`config.mk`:
```
export PLATFORM = sky130hd
export DESIGN_NAME = qr_turnon_ctrl
export DESIGN_NICKNAME = d
export VERILOG_FILES = /design/src/rtl/qr_pkg.sv /design/src/rtl/qr_phase_osc.sv /design/src/rtl/qr_blank_timer.sv /design/src/rtl/qr_valley_delay.sv /design/src/rtl/qr_turnon_ctrl.sv
export SDC_FILE = /design/constraint.sdc
export NUM_CORES = 1
export LEC_CHECK = 0
export ABC_AREA = 0
export BUFFER_PORTS_ARGS = -buffer_cell sky130_fd_sc_hd__buf_2
export CAP_MARGIN = 20
export CORE_MARGIN = 2
export CORE_UTILIZATION = 57
export DETAILED_ROUTE_END_ITERATION = 6
export PLACE_DENSITY = 0.85
export SKIP_CTS_REPAIR_TIMING = 1
export SYNTH_ARGS = -nofsm -noshare
export SYNTH_HDL_FRONTEND = slang
export SYNTH_SLANG_ARGS = --single-unit
```
`constraint.sdc`:
```
create_clock -name clk -period 2.1 [get_ports clk]
set_input_delay 0 -clock clk [delete_from_list [all_inputs] [get_ports clk]]
set_output_delay 0 -clock clk [all_outputs]
set_load 0.03 [all_outputs]
```
`src/rtl/qr_pkg.sv`:
```
package qr_pkg;

    typedef enum logic [2:0] {
        ST_IDLE      = 3'd0,
        ST_ON        = 3'd1,
        ST_BLANK     = 3'd2,
        ST_WAIT_ARM  = 3'd3,
        ST_WAIT_TRIG = 3'd4,
        ST_DELAY     = 3'd5
    } qr_state_e;

    localparam int unsigned STARTER_DIV  = 8;
    localparam int unsigned FALLBACK_DIV = 64;

endpackage

```
`src/rtl/qr_phase_osc.sv`:
```
module qr_phase_osc #(
    parameter int unsigned LIM_CYC      = 735,
    parameter int unsigned STARTER_DIV  = 8,
    parameter int unsigned FALLBACK_DIV = 64
) (
    input  logic clk,
    input  logic rst_n,
    input  logic clr,
    output logic lim_done,
    output logic starter_due,
    output logic fallback_due
);

    localparam int unsigned CAP     = LIM_CYC * FALLBACK_DIV;
    localparam int unsigned START_N = LIM_CYC * STARTER_DIV;
    localparam int unsigned W       = $clog2(CAP + 1);

    localparam logic [W-1:0] CAP_V   = W'(CAP);
    localparam logic [W-1:0] START_V = W'(START_N);
    localparam logic [W-1:0] LIM_V   = W'(LIM_CYC);

    logic [W-1:0] phase_q;

    always_ff @(posedge clk or negedge rst_n) begin
        if (!rst_n) begin
            phase_q <= '0;
        end else if (clr) begin
            phase_q <= '0;
        end else if (phase_q != CAP_V) begin
            phase_q <= phase_q + 1'b1;
        end
    end

    always_comb begin
        lim_done     = (phase_q >= LIM_V);
        starter_due  = (phase_q >= START_V);
        fallback_due = (phase_q >= CAP_V);
    end

    AST_PHASE_RESTART: assert property (@(posedge clk) disable iff (!rst_n)
        clr |=> (phase_q == '0)) else $error("phase not restarted");

    AST_FALLBACK_ORDER: assert property (@(posedge clk) disable iff (!rst_n)
        fallback_due |-> (starter_due && lim_done)) else $error("phase ordering");

endmodule

```
`src/rtl/qr_blank_timer.sv`:
```
module qr_blank_timer #(
    parameter int unsigned BLANK_SHORT_CYC = 250,
    parameter int unsigned BLANK_LONG_CYC  = 630,
    parameter int unsigned STROBE_CYC      = 220
) (
    input  logic clk,
    input  logic rst_n,
    input  logic start,
    input  logic run,
    input  logic zcd_lvl,
    output logic done,
    output logic long_sel
);

    localparam int unsigned W = $clog2(BLANK_LONG_CYC + 1);

    localparam logic [W-1:0] SHORT_END = W'(BLANK_SHORT_CYC - 1);
    localparam logic [W-1:0] LONG_END  = W'(BLANK_LONG_CYC - 1);
    localparam logic [W-1:0] STROBE_V  = W'(STROBE_CYC);
    localparam logic [W-1:0] CNT_MAX   = W'(BLANK_LONG_CYC);

    logic [W-1:0] cnt_q;
    logic         long_q;

    always_ff @(posedge clk or negedge rst_n) begin
        if (!rst_n) begin
            cnt_q  <= '0;
            long_q <= 1'b0;
        end else if (start) begin
            cnt_q  <= '0;
            long_q <= 1'b0;
        end else if (run) begin
            if (cnt_q != CNT_MAX) begin
                cnt_q <= cnt_q + 1'b1;
            end
            if (cnt_q == STROBE_V) begin
                long_q <= !zcd_lvl;
            end
        end
    end

    always_comb begin
        done     = run && (((cnt_q == SHORT_END) && !long_q) || (cnt_q == LONG_END));
        long_sel = long_q;
    end

    AST_BLANK_SEL_STABLE: assert property (@(posedge clk) disable iff (!rst_n)
        (run && !start && (cnt_q > STROBE_V)) |=> $stable(long_q)) else $error("blank select moved");

    AST_BLANK_SHORT_MIN: assert property (@(posedge clk) disable iff (!rst_n)
        (run && (cnt_q < SHORT_END)) |-> !done) else $error("blank ended early");

endmodule

```
`src/rtl/qr_valley_delay.sv`:
```
module qr_valley_delay #(
    parameter int unsigned DELAY_CYC = 20
) (
    input  logic clk,
    input  logic rst_n,
    input  logic start,
    input  logic run,
    output logic done
);

    generate
        if (DELAY_CYC <= 1) begin : g_direct
            assign done = run;
        end else begin : g_count
            localparam int unsigned W = $clog2(DELAY_CYC);
            localparam logic [W-1:0] END_V = W'(DELAY_CYC - 1);
            logic [W-1:0] cnt_q;

            always_ff @(posedge clk or negedge rst_n) begin
                if (!rst_n) begin
                    cnt_q <= '0;
                end else if (start) begin
                    cnt_q <= '0;
                end else if (run && (cnt_q != END_V)) begin
                    cnt_q <= cnt_q + 1'b1;
                end
            end

            assign done = run && (cnt_q == END_V);
        end
    endgenerate

    AST_DELAY_ONCE: assert property (@(posedge clk) disable iff (!rst_n)
        done |=> !done) else $error("delay fired twice");

endmodule

```
`src/rtl/qr_turnon_ctrl.sv`:
```
module qr_turnon_ctrl #(
    parameter int unsigned LIM_CYC         = 735,
    parameter int unsigned BLANK_SHORT_CYC = 250,
    parameter int unsigned BLANK_LONG_CYC  = 630,
    parameter int unsigned STROBE_CYC      = 220,
    parameter int unsigned DELAY_CYC       = 20
) (
    input  logic clk,
    input  logic rst_n,
    input  logic enable_i,
    input  logic zcd_arm_i,
    input  logic zcd_trig_i,
    input  logic zcd_lvl_i,
    input  logic pwm_off_i,
    output logic gate_on_o
);

    import qr_pkg::*;

    qr_state_e state_q;
    qr_state_e state_d;
    logic      fire;
    logic      gate_q;
    logic      lim_done;
    logic      starter_due;
    logic      fallback_due;
    logic      blank_done;
    logic      blank_long;
    logic      dly_done;
    logic      blank_start;
    logic      dly_start;
    logic      armed;

    qr_phase_osc #(
        .LIM_CYC      (LIM_CYC),
        .STARTER_DIV  (STARTER_DIV),
        .FALLBACK_DIV (FALLBACK_DIV)
    ) i_osc (
        .clk          (clk),
        .rst_n        (rst_n),
        .clr          (fire || (state_q == ST_IDLE)),
        .lim_done     (lim_done),
        .starter_due  (starter_due),
        .fallback_due (fallback_due)
    );

    qr_blank_timer #(
        .BLANK_SHORT_CYC (BLANK_SHORT_CYC),
        .BLANK_LONG_CYC  (BLANK_LONG_CYC),
        .STROBE_CYC      (STROBE_CYC)
    ) i_blank (
        .clk      (clk),
        .rst_n    (rst_n),
        .start    (blank_start),
        .run      (state_q == ST_BLANK),
        .zcd_lvl  (zcd_lvl_i),
        .done     (blank_done),
        .long_sel (blank_long)
    );

    qr_valley_delay #(
        .DELAY_CYC (DELAY_CYC)
    ) i_delay (
        .clk   (clk),
        .rst_n (rst_n),
        .start (dly_start),
        .run   (state_q == ST_DELAY),
        .done  (dly_done)
    );

    // next-state and turn-on decision
    always_comb begin
        state_d = state_q;
        fire    = 1'b0;
        unique case (state_q)
            ST_IDLE: begin
                state_d = ST_WAIT_ARM;
            end
            ST_ON: begin
                if (pwm_off_i) begin
                    state_d = ST_BLANK;
                end
            end
            ST_BLANK: begin
                if (blank_done) begin
                    state_d = ST_WAIT_ARM;
                end
            end
            ST_WAIT_ARM: begin
                if (starter_due) begin
                    fire    = 1'b1;
                    state_d = ST_ON;
                end else if (zcd_arm_i) begin
                    state_d = ST_WAIT_TRIG;
                end
            end
            ST_WAIT_TRIG: begin
                if (fallback_due) begin
                    fire    = 1'b1;
                    state_d = ST_ON;
                end else if (!zcd_trig_i) begin
                    state_d = lim_done ? ST_DELAY : ST_WAIT_ARM;
                end
            end
            ST_DELAY: begin
                if (dly_done) begin
                    fire    = 1'b1;
                    state_d = ST_ON;
                end
            end
            default: begin
                state_d = ST_IDLE;
            end
        endcase
        if (!enable_i) begin
            state_d = ST_IDLE;
            fire    = 1'b0;
        end
    end

    always_comb begin
        blank_start = !enable_i || ((state_q == ST_ON) && (state_d == ST_BLANK));
        dly_start   = (state_q == ST_WAIT_TRIG) && (state_d == ST_DELAY);
        armed       = (state_q == ST_WAIT_TRIG);
    end

    // state register
    always_ff @(posedge clk or negedge rst_n) begin
        if (!rst_n) begin
            state_q <= ST_IDLE;
        end else begin
            state_q <= state_d;
        end
    end

    // output register
    always_ff @(posedge clk or negedge rst_n) begin
        if (!rst_n) begin
            gate_q <= 1'b0;
        end else begin
            gate_q <= fire;
        end
    end

    assign gate_on_o = gate_q && enable_i;

    AST_GATE_SINGLE: assert property (@(posedge clk) disable iff (!rst_n)
        gate_q |=> !gate_q) else $error("gate pulse too long");

    AST_EARLY_VALLEY_DROP: assert property (@(posedge clk) disable iff (!rst_n)
        (armed && enable_i && !zcd_trig_i && !lim_done && !fallback_due) |=> (state_q == ST_WAIT_ARM))
        else $error("early valley kept");

    AST_ON_AFTER_LIMIT: assert property (@(posedge clk) disable iff (!rst_n)
        (state_q == ST_DELAY) |-> lim_done) else $error("delay before limit");

    AST_DISABLE_IDLE: assert property (@(posedge clk) disable iff (!rst_n)
        !enable_i |=> ((state_q == ST_IDLE) && !gate_q)) else $error("not idle when disabled");

    AST_OFF_ONLY_IN_ON: assert property (@(posedge clk) disable iff (!rst_n)
        (enable_i && pwm_off_i && (state_q == ST_WAIT_ARM) && !starter_due && !zcd_arm_i)
        |=> (state_q == ST_WAIT_ARM)) else $error("turn-off honoured outside ON");

endmodule

```
Yosys cells after proc, flatten, opt, wreduce, memory -nomap -nowiden
Index checks and enable logic that the tools add are counted.
{"block": "word_totals", "n_memories": 0, "ramBits": 0, "input_bits": 7, "latchBits": 0, "reg_bits": 36, "romBits": 0, "output_inout_bits": 1}
{"block": "op_classes", "magnitude_cmp": 3, "multipliers": 0, "eq_ne": 14, "n_div": 0, "reduce_logical": 21, "add_sub_neg": 3, "muxes": 25, "bitwise": 0, "shifts": 0}
{"cell": "16-bit two-way mux", "n": 2}
{"cell": "10-bit two-way mux", "n": 3}
{"cell": "3-bit two-way mux", "n": 9}
{"cell": "10-bit by 8-bit == test with 1-bit output (second input constant)", "n": 2}
{"cell": "3-bit case mux with 6 select lines", "n": 1}
{"cell": "16-bit by 1-bit adder with 16-bit output (second input constant)", "n": 1}
{"cell": "16-bit by 10-bit greater-or-equal comparator with 1-bit output (second input constant)", "n": 1}
{"cell": "16-bit by 13-bit greater-or-equal comparator with 1-bit output (second input constant)", "n": 1}
{"cell": "16-bit greater-or-equal comparator (second input constant)", "n": 1}
{"cell": "16-bit inequality test (second input constant)", "n": 1}
{"cell": "10-bit by 1-bit adder with 10-bit output (second input constant)", "n": 1}
{"cell": "10-bit == test (second input constant)", "n": 1}
{"cell": "5-bit two-way mux", "n": 2}
{"cell": "10-bit inequality test (second input constant)", "n": 1}
{"cell": "2-bit nonzero test", "n": 5}
{"cell": "3-bit by 2-bit == test with 1-bit output (second input constant)", "n": 3}
{"cell": "3-bit == test (second input constant)", "n": 3}
{"cell": "1-bit logical AND", "n": 7}
{"cell": "1-bit two-way mux", "n": 7}
{"cell": "5-bit by 1-bit adder with 5-bit output (second input constant)", "n": 1}
{"cell": "5-bit == test (second input constant)", "n": 1}
{"cell": "5-bit inequality test (second input constant)", "n": 1}
{"cell": "2-bit AND reduction", "n": 2}
{"cell": "3-bit by 1-bit == test with 1-bit output (second input constant)", "n": 1}
{"cell": "4 further kinds", "n": 8}

Logic depth before layout (Yosys ltp)
Gate-level depths: netlist (run 1).
{"block": "depth", "word_depth": 12, "depth_mapped": 7, "mapped_depth_nobuf": 7}

Modules after synthesis
A second synthesis (run 1) with hierarchy kept.
{"block": "unflattened", "hier_cells": 245, "hier_area_um2": 2264.7}
{"module": "qr_phase_osc", "instances": 1, "cells_per_inst": 103, "seq_area_each_um2": 400.4, "area_each_um2": 915.9}
{"module": "qr_blank_timer", "instances": 1, "cells_per_inst": 76, "seq_area_each_um2": 275.3, "area_each_um2": 735.7}
{"module": "qr_turnon_ctrl", "instances": 1, "cells_per_inst": 40, "seq_area_each_um2": 100.1, "area_each_um2": 337.8}
{"module": "qr_valley_delay", "instances": 1, "cells_per_inst": 26, "seq_area_each_um2": 125.1, "area_each_um2": 275.3}

Worst setup path after synthesis (run 1)
OpenSTA, ideal clock, no wires.
{"block": "synth_path", "path_type": "reg2reg", "startpoint": "register i_osc.phase_q[0]", "endpoint": "register i_osc.phase_q[0]", "period_less_slack_ns": 1.904, "slack_ns": 0.196, "required_ns": 2.006, "n_path_buf": 0, "t_arrival_ns": 1.810, "stages_incl_launch_ff": 8, "path_cell_list": "dfrtp_1 -> inv_1 -> ha_1 -> or4b_2 -> nor3_1 -> nand2_1 -> xnor2_1 -> a211oi_1"}
{"block": "synth_between", "elab_chain_len": 6, "word_cells_on_any_way": 12}
{"item": "from (decl)", "line": "qr_phase_osc.sv:22", "text": "logic [W-1:0] phase_q;"}
{"item": "from (signal assigned)", "line": "qr_phase_osc.sv:30", "text": "phase_q <= phase_q + 1'b1;"}
{"item": "16-bit greater-or-equal comparator / 16-bit by 13-bit greater-or-equal comparator with 1-bit output (equally long branches)", "line": "qr_phase_osc.sv:37, qr_phase_osc.sv:36"}
{"item": "1-bit two-way mux (on tied branches)", "line": "qr_turnon_ctrl.sv:98, qr_turnon_ctrl.sv:90"}
{"item": "1-bit case mux with 3 select lines", "line": "qr_turnon_ctrl.sv:75", "text": "unique case (state_q)"}
{"item": "1-bit two-way mux", "line": "qr_turnon_ctrl.sv:115", "text": "if (!enable_i) begin"}
{"item": "1-bit logical OR", "line": "qr_turnon_ctrl.sv:41", "text": ".clr (fire || (state_q == ST_IDLE)),"}
{"item": "16-bit two-way mux / 2-bit nonzero test (equally long branches)"}
Several ways; a longest one is shown, not always the timed one. The select of a mux whose other input is x is not followed.
A chain may end at the register's enable or synchronous reset.

Worst setup path after layout (run 1)
{"block": "layout_path", "startpoint": "register i_osc.phase_q[14]", "endpoint": "register i_osc.phase_q[1]"}
The elaborated chain is that of the path after synthesis.

==> flow_summary.yaml, run 1 <==
power:
  powerDensity_mw_per_mm2: 602
  peakVddDrop_v: 0.000336
  totalPowerFinal_mw: 1.53
  p_leak_nw: 1.17
yosys:
  synth-seq-cells: 36
  synth_async_sr_flop_share: 1.00
  synth_top_area_share: 0.388
  seq_area_frac_synth: 0.388
  synth_area_leaders: "dfrtp_1, nand2_1, nor2_1, xor2_1, xnor2_1"
  synth_ff_type: "dfrtp_1"
  syn_area_mm2: 0.00232
  synth_edf_count: 0
  yosys-top-cells-count: "dfrtp_1, nand2_1, nor2_1"
  yosysUniqueCellTypes: 53
  synth_largest_area_cell: "dfrtp_1"
  syn_area_per_cell_um2: 8.73
  syn_inst: 266
  syn_nets: 280
  yosysWarnings: 0
detailed_routing:
  wl_met3_um: 192
  viasPerCell: 5.97
  drt-met1-wl_um: 2250
  top_layer: "met4"
  vias: 1975
  drt_first_pass_iters: 4
  antenna_left: 0
  drt_iter0_drc: 252
  wl_met2_um: 2420
  drc: 0
  wl_um: 4930
  wl_per_cell_um: 14.9
placement:
  io_buffer_count: 7
  place_congestion: 0.894
  dp_hpwl_um: 3450
  post-place-ws_ns: -0.00472
sta:
  holdWs_ns: 0.000486
  final.period_utilization: 0.899
  drv_slew: 0
  hold_viol: 0
  fmax_ghz: 0.530
  period_needed_ns: 1.89
  finalWorstSetupSlack_ns: 0.212
  finalSetupViolCount: 0
  finClkSkew_ns: 0.00655
  max_slew_margin: 0.469
  rsz0062_at_grt: "false"
  tightest_slew_ns: 0.797
  finalSetupTns_ns: 0
clocking:
  cts.clk_slew.worst_paths_ns: 0.07
  clockBufferDepth: 2
  insertion_delay_ns: 0.29
  htree_levels: 2
  root_buffer: "clkbuf_8"
  cts_tree: "yes"
  cts_made_buffers: 5
  clock_sink_count: 36
critical_path:
  cp-start-kind: "flip-flop"
  critPathArrivalTime_ns: 2.08
  worstSetupPathType: "flip-flop to flip-flop"
  cp.required_ns: 2.29
  crit_fanout: 6
  reg2reg_depth: 5
  worstSetupEndpointType: "flip-flop"
grt:
  gr-usage-all-layers: 0.236
  antenna_found_initial: 0
  grt_pass1_wl_um: 8200
  overflow: 0
  grt_pass1_vias: 1862
  grt_max_degree: 37
die:
  rows: 23
  fp.dieW_um: 67.8
  die_h_um: 67.8
  initial_core_util: 0.584
  coreArea_mm2: 0.00397
  io_pins: 8
  die_area_mm2: 0.00460
final_layout:
  insertedDiodeCount: 0
  drive_gt1_frac: 0.128
  nets: 294
  area_growth_pct: 9.70
worst_hold_path:
  hold_path_class: "input port to flip-flop"
  whs_path_depth: 2
job:
  drv_cap: 0
outcome:
  status: "complete, no violations"
## metal layers
metal  GRT usage  vias up
met1       0.309      952
met3      0.0444        7
li1            -      964
met2       0.398       52
met4      0.0675        0
met5           0        -
## worst paths after layout
| check | slack, ns | endpoint | start |
|---|---|---|---|
| max in group asynchronous | 1.26 | i_osc.phase_q[12]$_DFFE_PN0P_ | rst_n |
| min in group asynchronous | 0.33 | state_q[2]$_DFF_PN0_ | rst_n |
| max | 0.21 | i_osc.phase_q[1]$_DFFE_PN0P_ | i_osc.phase_q[14]$_DFFE_PN0P_ |
| max reg2reg | 0.21 | i_osc.phase_q[1]$_DFFE_PN0P_ | i_osc.phase_q[14]$_DFFE_PN0P_ |
| min reg2reg | 0.54 | i_blank.long_sel$_DFFE_PN0P_ | i_blank.long_sel$_DFFE_PN0P_ |
| min | 0.0005 | state_q[1]$_DFF_PN0_ | enable_i |
## power breakdown
| group | internal, mW | switching, mW | leakage (nW) |
|---|---|---|---|
| Combinational | 0.114 | 0.136 | 0.653 |
| Sequential | 0.723 | 0.0482 | 0.469 |
| Clock | 0.268 | 0.242 | 0.0455 |
| Total | 1.10 | 0.427 | 1.17 |
## sequential cells by signal, indices dropped and copies added, names as in the netlist
signal / count
i_osc.phase_q: 16
state_q: 3
i_blank.long_sel: 1
gate_q: 1
i_delay.g_count.cnt_q: 5
i_blank.cnt_q: 10
## worst max-delay path: stages (launching register included)
cell and delay (ns):
dfrtp_1 0.44, or4b_2 0.73, nor3_4 0.14, nand2_1 0.12
mux2i_1 0.14, a211oi_1 0.23
## cell families (layout without fill, tap and decap cells)
group | after synthesis | after routing | share of synthesized area
AND/OR/NAND/NOR | 135 | 135 | 0.304
multiplexers | 4 | 4 | 0.0178
buffers and inverters | 23 | 38 | 0.0431
AO/OA/AOI/OAI | 36 | 36 | 0.115
flip-flops | 36 | 36 | 0.388
XOR/XNOR | 25 | 25 | 0.0943
adder cells (fa/ha/maj) | 7 | 7 | 0.0377
## cells in the final DEF, fill, tap and decap left out, types with 3 or more instances in the layout
master,count
nand2_1,36
dfrtp_1,36
nor2_1,31
nand3_1,20
inv_1,14
xor2_1,13
xnor2_1,12
nand4_1,9
buf_4,8
nor4_1,7
ha_1,7
buf_2,7
o21ai_0,6
clkbuf_8,6
nor3_1,5
a211oi_1,4
a21oi_1,4
o211ai_2,4
nor2b_1,3
o21a_1,3
mux2i_1,3
## metrics by stage
step / cells / area [µm²] / utilization
finish: 331 / 2550 / 0.641
global route: 331 / 2550 / 0.641
CTS: 329 / 2510 / 0.633
detailed placement: 321 / 2420 / 0.610
global placement: 321 / 2420 / 0.610
floorplan: 266 / 2320 / -
## area by class of cell
type	count	area (µm²)
inverter	14	52.6
fill	314	1430
clock buffer	8	90.1
multi-input combinational	207	1340
sequential	36	901
tap	50	62.6
timing repair buffer	16	105
Note: power is estimated with default switching activity, not from simulation.
==> run 2: changes to the inputs <==
--- a/config.mk
+++ b/config.mk
@@ -9,9 +9,9 @@
 export BUFFER_PORTS_ARGS = -buffer_cell sky130_fd_sc_hd__buf_2
 export CAP_MARGIN = 20
 export CORE_MARGIN = 2
-export CORE_UTILIZATION = 57
+export CORE_UTILIZATION = 55
 export DETAILED_ROUTE_END_ITERATION = 6
-export PLACE_DENSITY = 0.85
+export PLACE_DENSITY = 0.83
 export SKIP_CTS_REPAIR_TIMING = 1
 export SYNTH_ARGS = -nofsm -noshare
 export SYNTH_HDL_FRONTEND = slang
==> flow_summary.yaml, run 2 (synthesis results as in run 1) <==
outcome:
  status: "complete, no violations"
grt:
  overflow: 0
  grt_pass1_wl_um: 8470
  grt_max_degree: 37
  gr-usage-all-layers: 0.241
  grt_pass1_vias: 1911
  antenna_found_initial: 0
critical_path:
  cp.required_ns: 2.30
  cp-start-kind: "flip-flop"
  rr_startpoint: "i_osc.phase_q[1]$_DFFE_PN0P_"
  crit_fanout: 5
  crit_start: "i_osc.phase_q[1]$_DFFE_PN0P_"
  worstSetupPathType: "flip-flop to flip-flop"
  critPathArrivalTime_ns: 2.19
  worstSetupEndpointType: "flip-flop"
detailed_routing:
  antenna_left: 0
  drc: 0
  wl_per_cell_um: 14.9
  drt_iter0_drc: 152
  vias: 1950
  viasPerCell: 5.91
  drt_first_pass_iters: 4
  wl_um: 4900
sta:
  holdWs_ns: 0.00976
  tightest_slew_ns: 0.803
  finalSetupTns_ns: 0
  max_slew_margin: 0.465
  hold_viol: 0
  fmax_ghz: 0.502
  finClkSkew_ns: 0.00913
  finalWorstSetupSlack_ns: 0.110
  drv_slew: 0
  period_needed_ns: 1.99
  final.period_utilization: 0.948
  rsz0062_at_grt: "false"
  finalSetupViolCount: 0
placement:
  place_congestion: 0.865
  post-place-ws_ns: 0.0798
  dp_hpwl_um: 3290
  dpl_cell_area_mm2: 0.00242
  io_buffer_count: 7
power:
  peakVddDrop_v: 0.000320
  p_leak_nw: 1.16
  powerDensity_mw_per_mm2: 630
worst_hold_path:
  hp-start: "enable_i"
  hold_path_class: "input port to flip-flop"
final_layout:
  final_cell_mix: "nand2_1, dfrtp_1, nor2_1"
  area_growth_pct: 9.70
  drive_gt1_frac: 0.129
  top_register: "i_osc.phase_q"
  final_core_util: 0.632
  largest_reg_flops: 16
  biggestRegsByFlops: "i_osc.phase_q x16, i_blank.cnt_q x10, i_delay.g_count.cnt_q x5"
  nets: 293
  insertedDiodeCount: 0
  design_area_mm2: 0.00255
die:
  die_h_um: 69.0
  die_area_mm2: 0.00476
  io_pins: 8
  rows: 23
  fp.dieW_um: 69.0
  initial_core_util: 0.576
  coreArea_mm2: 0.00403
clocking:
  clockBufferDepth: 2
  htree_levels: 2
  cts_tree: "yes"
  cts.clk_slew.worst_paths_ns: 0.08
  cts_made_buffers: 5
  clock_sink_count: 36
  insertion_delay_ns: 0.30
  root_buffer: "clkbuf_8"
job:
  drv_cap: 0
-- run 2: cell types whose count changed in the layout (fill, tap and decap cells not counted), sizes merged --
cell / before / now
buf: 15 / 14
bufinv: 0 / 1
clkbuf: 8 / 6
clkinv: 0 / 1
-- run 2: worst paths after layout --
| path | endpoint | slack [ns] | cells after the start |
|---|---|---|---|
| worst max-delay path | i_osc.phase_q[0]$_DFFE_PN0P_ | 0.11 | 7 |
| worst min-delay path | gate_q$_DFF_PN0_ | 0.01 | 2 |
| worst max register to register | i_osc.phase_q[0]$_DFFE_PN0P_ | 0.11 | 7 |
| worst min register to register | i_blank.long_sel$_DFFE_PN0P_ | 0.54 | 2 |
| max in group asynchronous | i_osc.phase_q[9]$_DFFE_PN0P_ | 1.26 | 2 |
| min in group asynchronous | i_blank.cnt_q[0]$_DFFE_PN0P_ | 0.32 | 2 |
-- run 2: report_power, final --
group	switching [mW]	leakage (nW)	internal [mW]
combinational	0.127	0.636	0.0961
sequential	0.0445	0.469	0.723
clock	0.262	0.0552	0.352
-- run 2: cell type report --
type / count / area [µm²]
Fill cell: 344 / 1480
Multi-Input combinational cell: 207 / 1330
Sequential cell: 36 / 901
Timing Repair Buffer: 15 / 97.6
Clock buffer: 6 / 72.6
Tap cell: 50 / 62.6
Inverter: 14 / 52.6
Clock inverter: 2 / 35.0
-- run 2: metal layers --
metal / vias up / track usage / part of all wire
met4: 0 / 0.113 / 0.027
met3: 11 / 0.0536 / 0.046
met2: 43 / 0.374 / 0.46
met5: - / 0 / 0
met1: 931 / 0.319 / 0.46
li1: 965 / - / -
-- run 2: metrics by stage --
stage	total power [mW]	instances
global placement	0.988	321
floorplan	0.927	266
global route	1.68	330
detailed placement	0.998	321
finish	1.60	330
CTS	1.61	329
-- run 2: worst max-delay path, stage by stage, from the launching register on --
cell and delay [ns]:
dfrtp_1 0.42, inv_1 0.08, ha_1 0.14, or4b_2 0.60, nor3_2 0.20, nand2_1 0.12
xnor2_1 0.13, a211oi_1 0.21
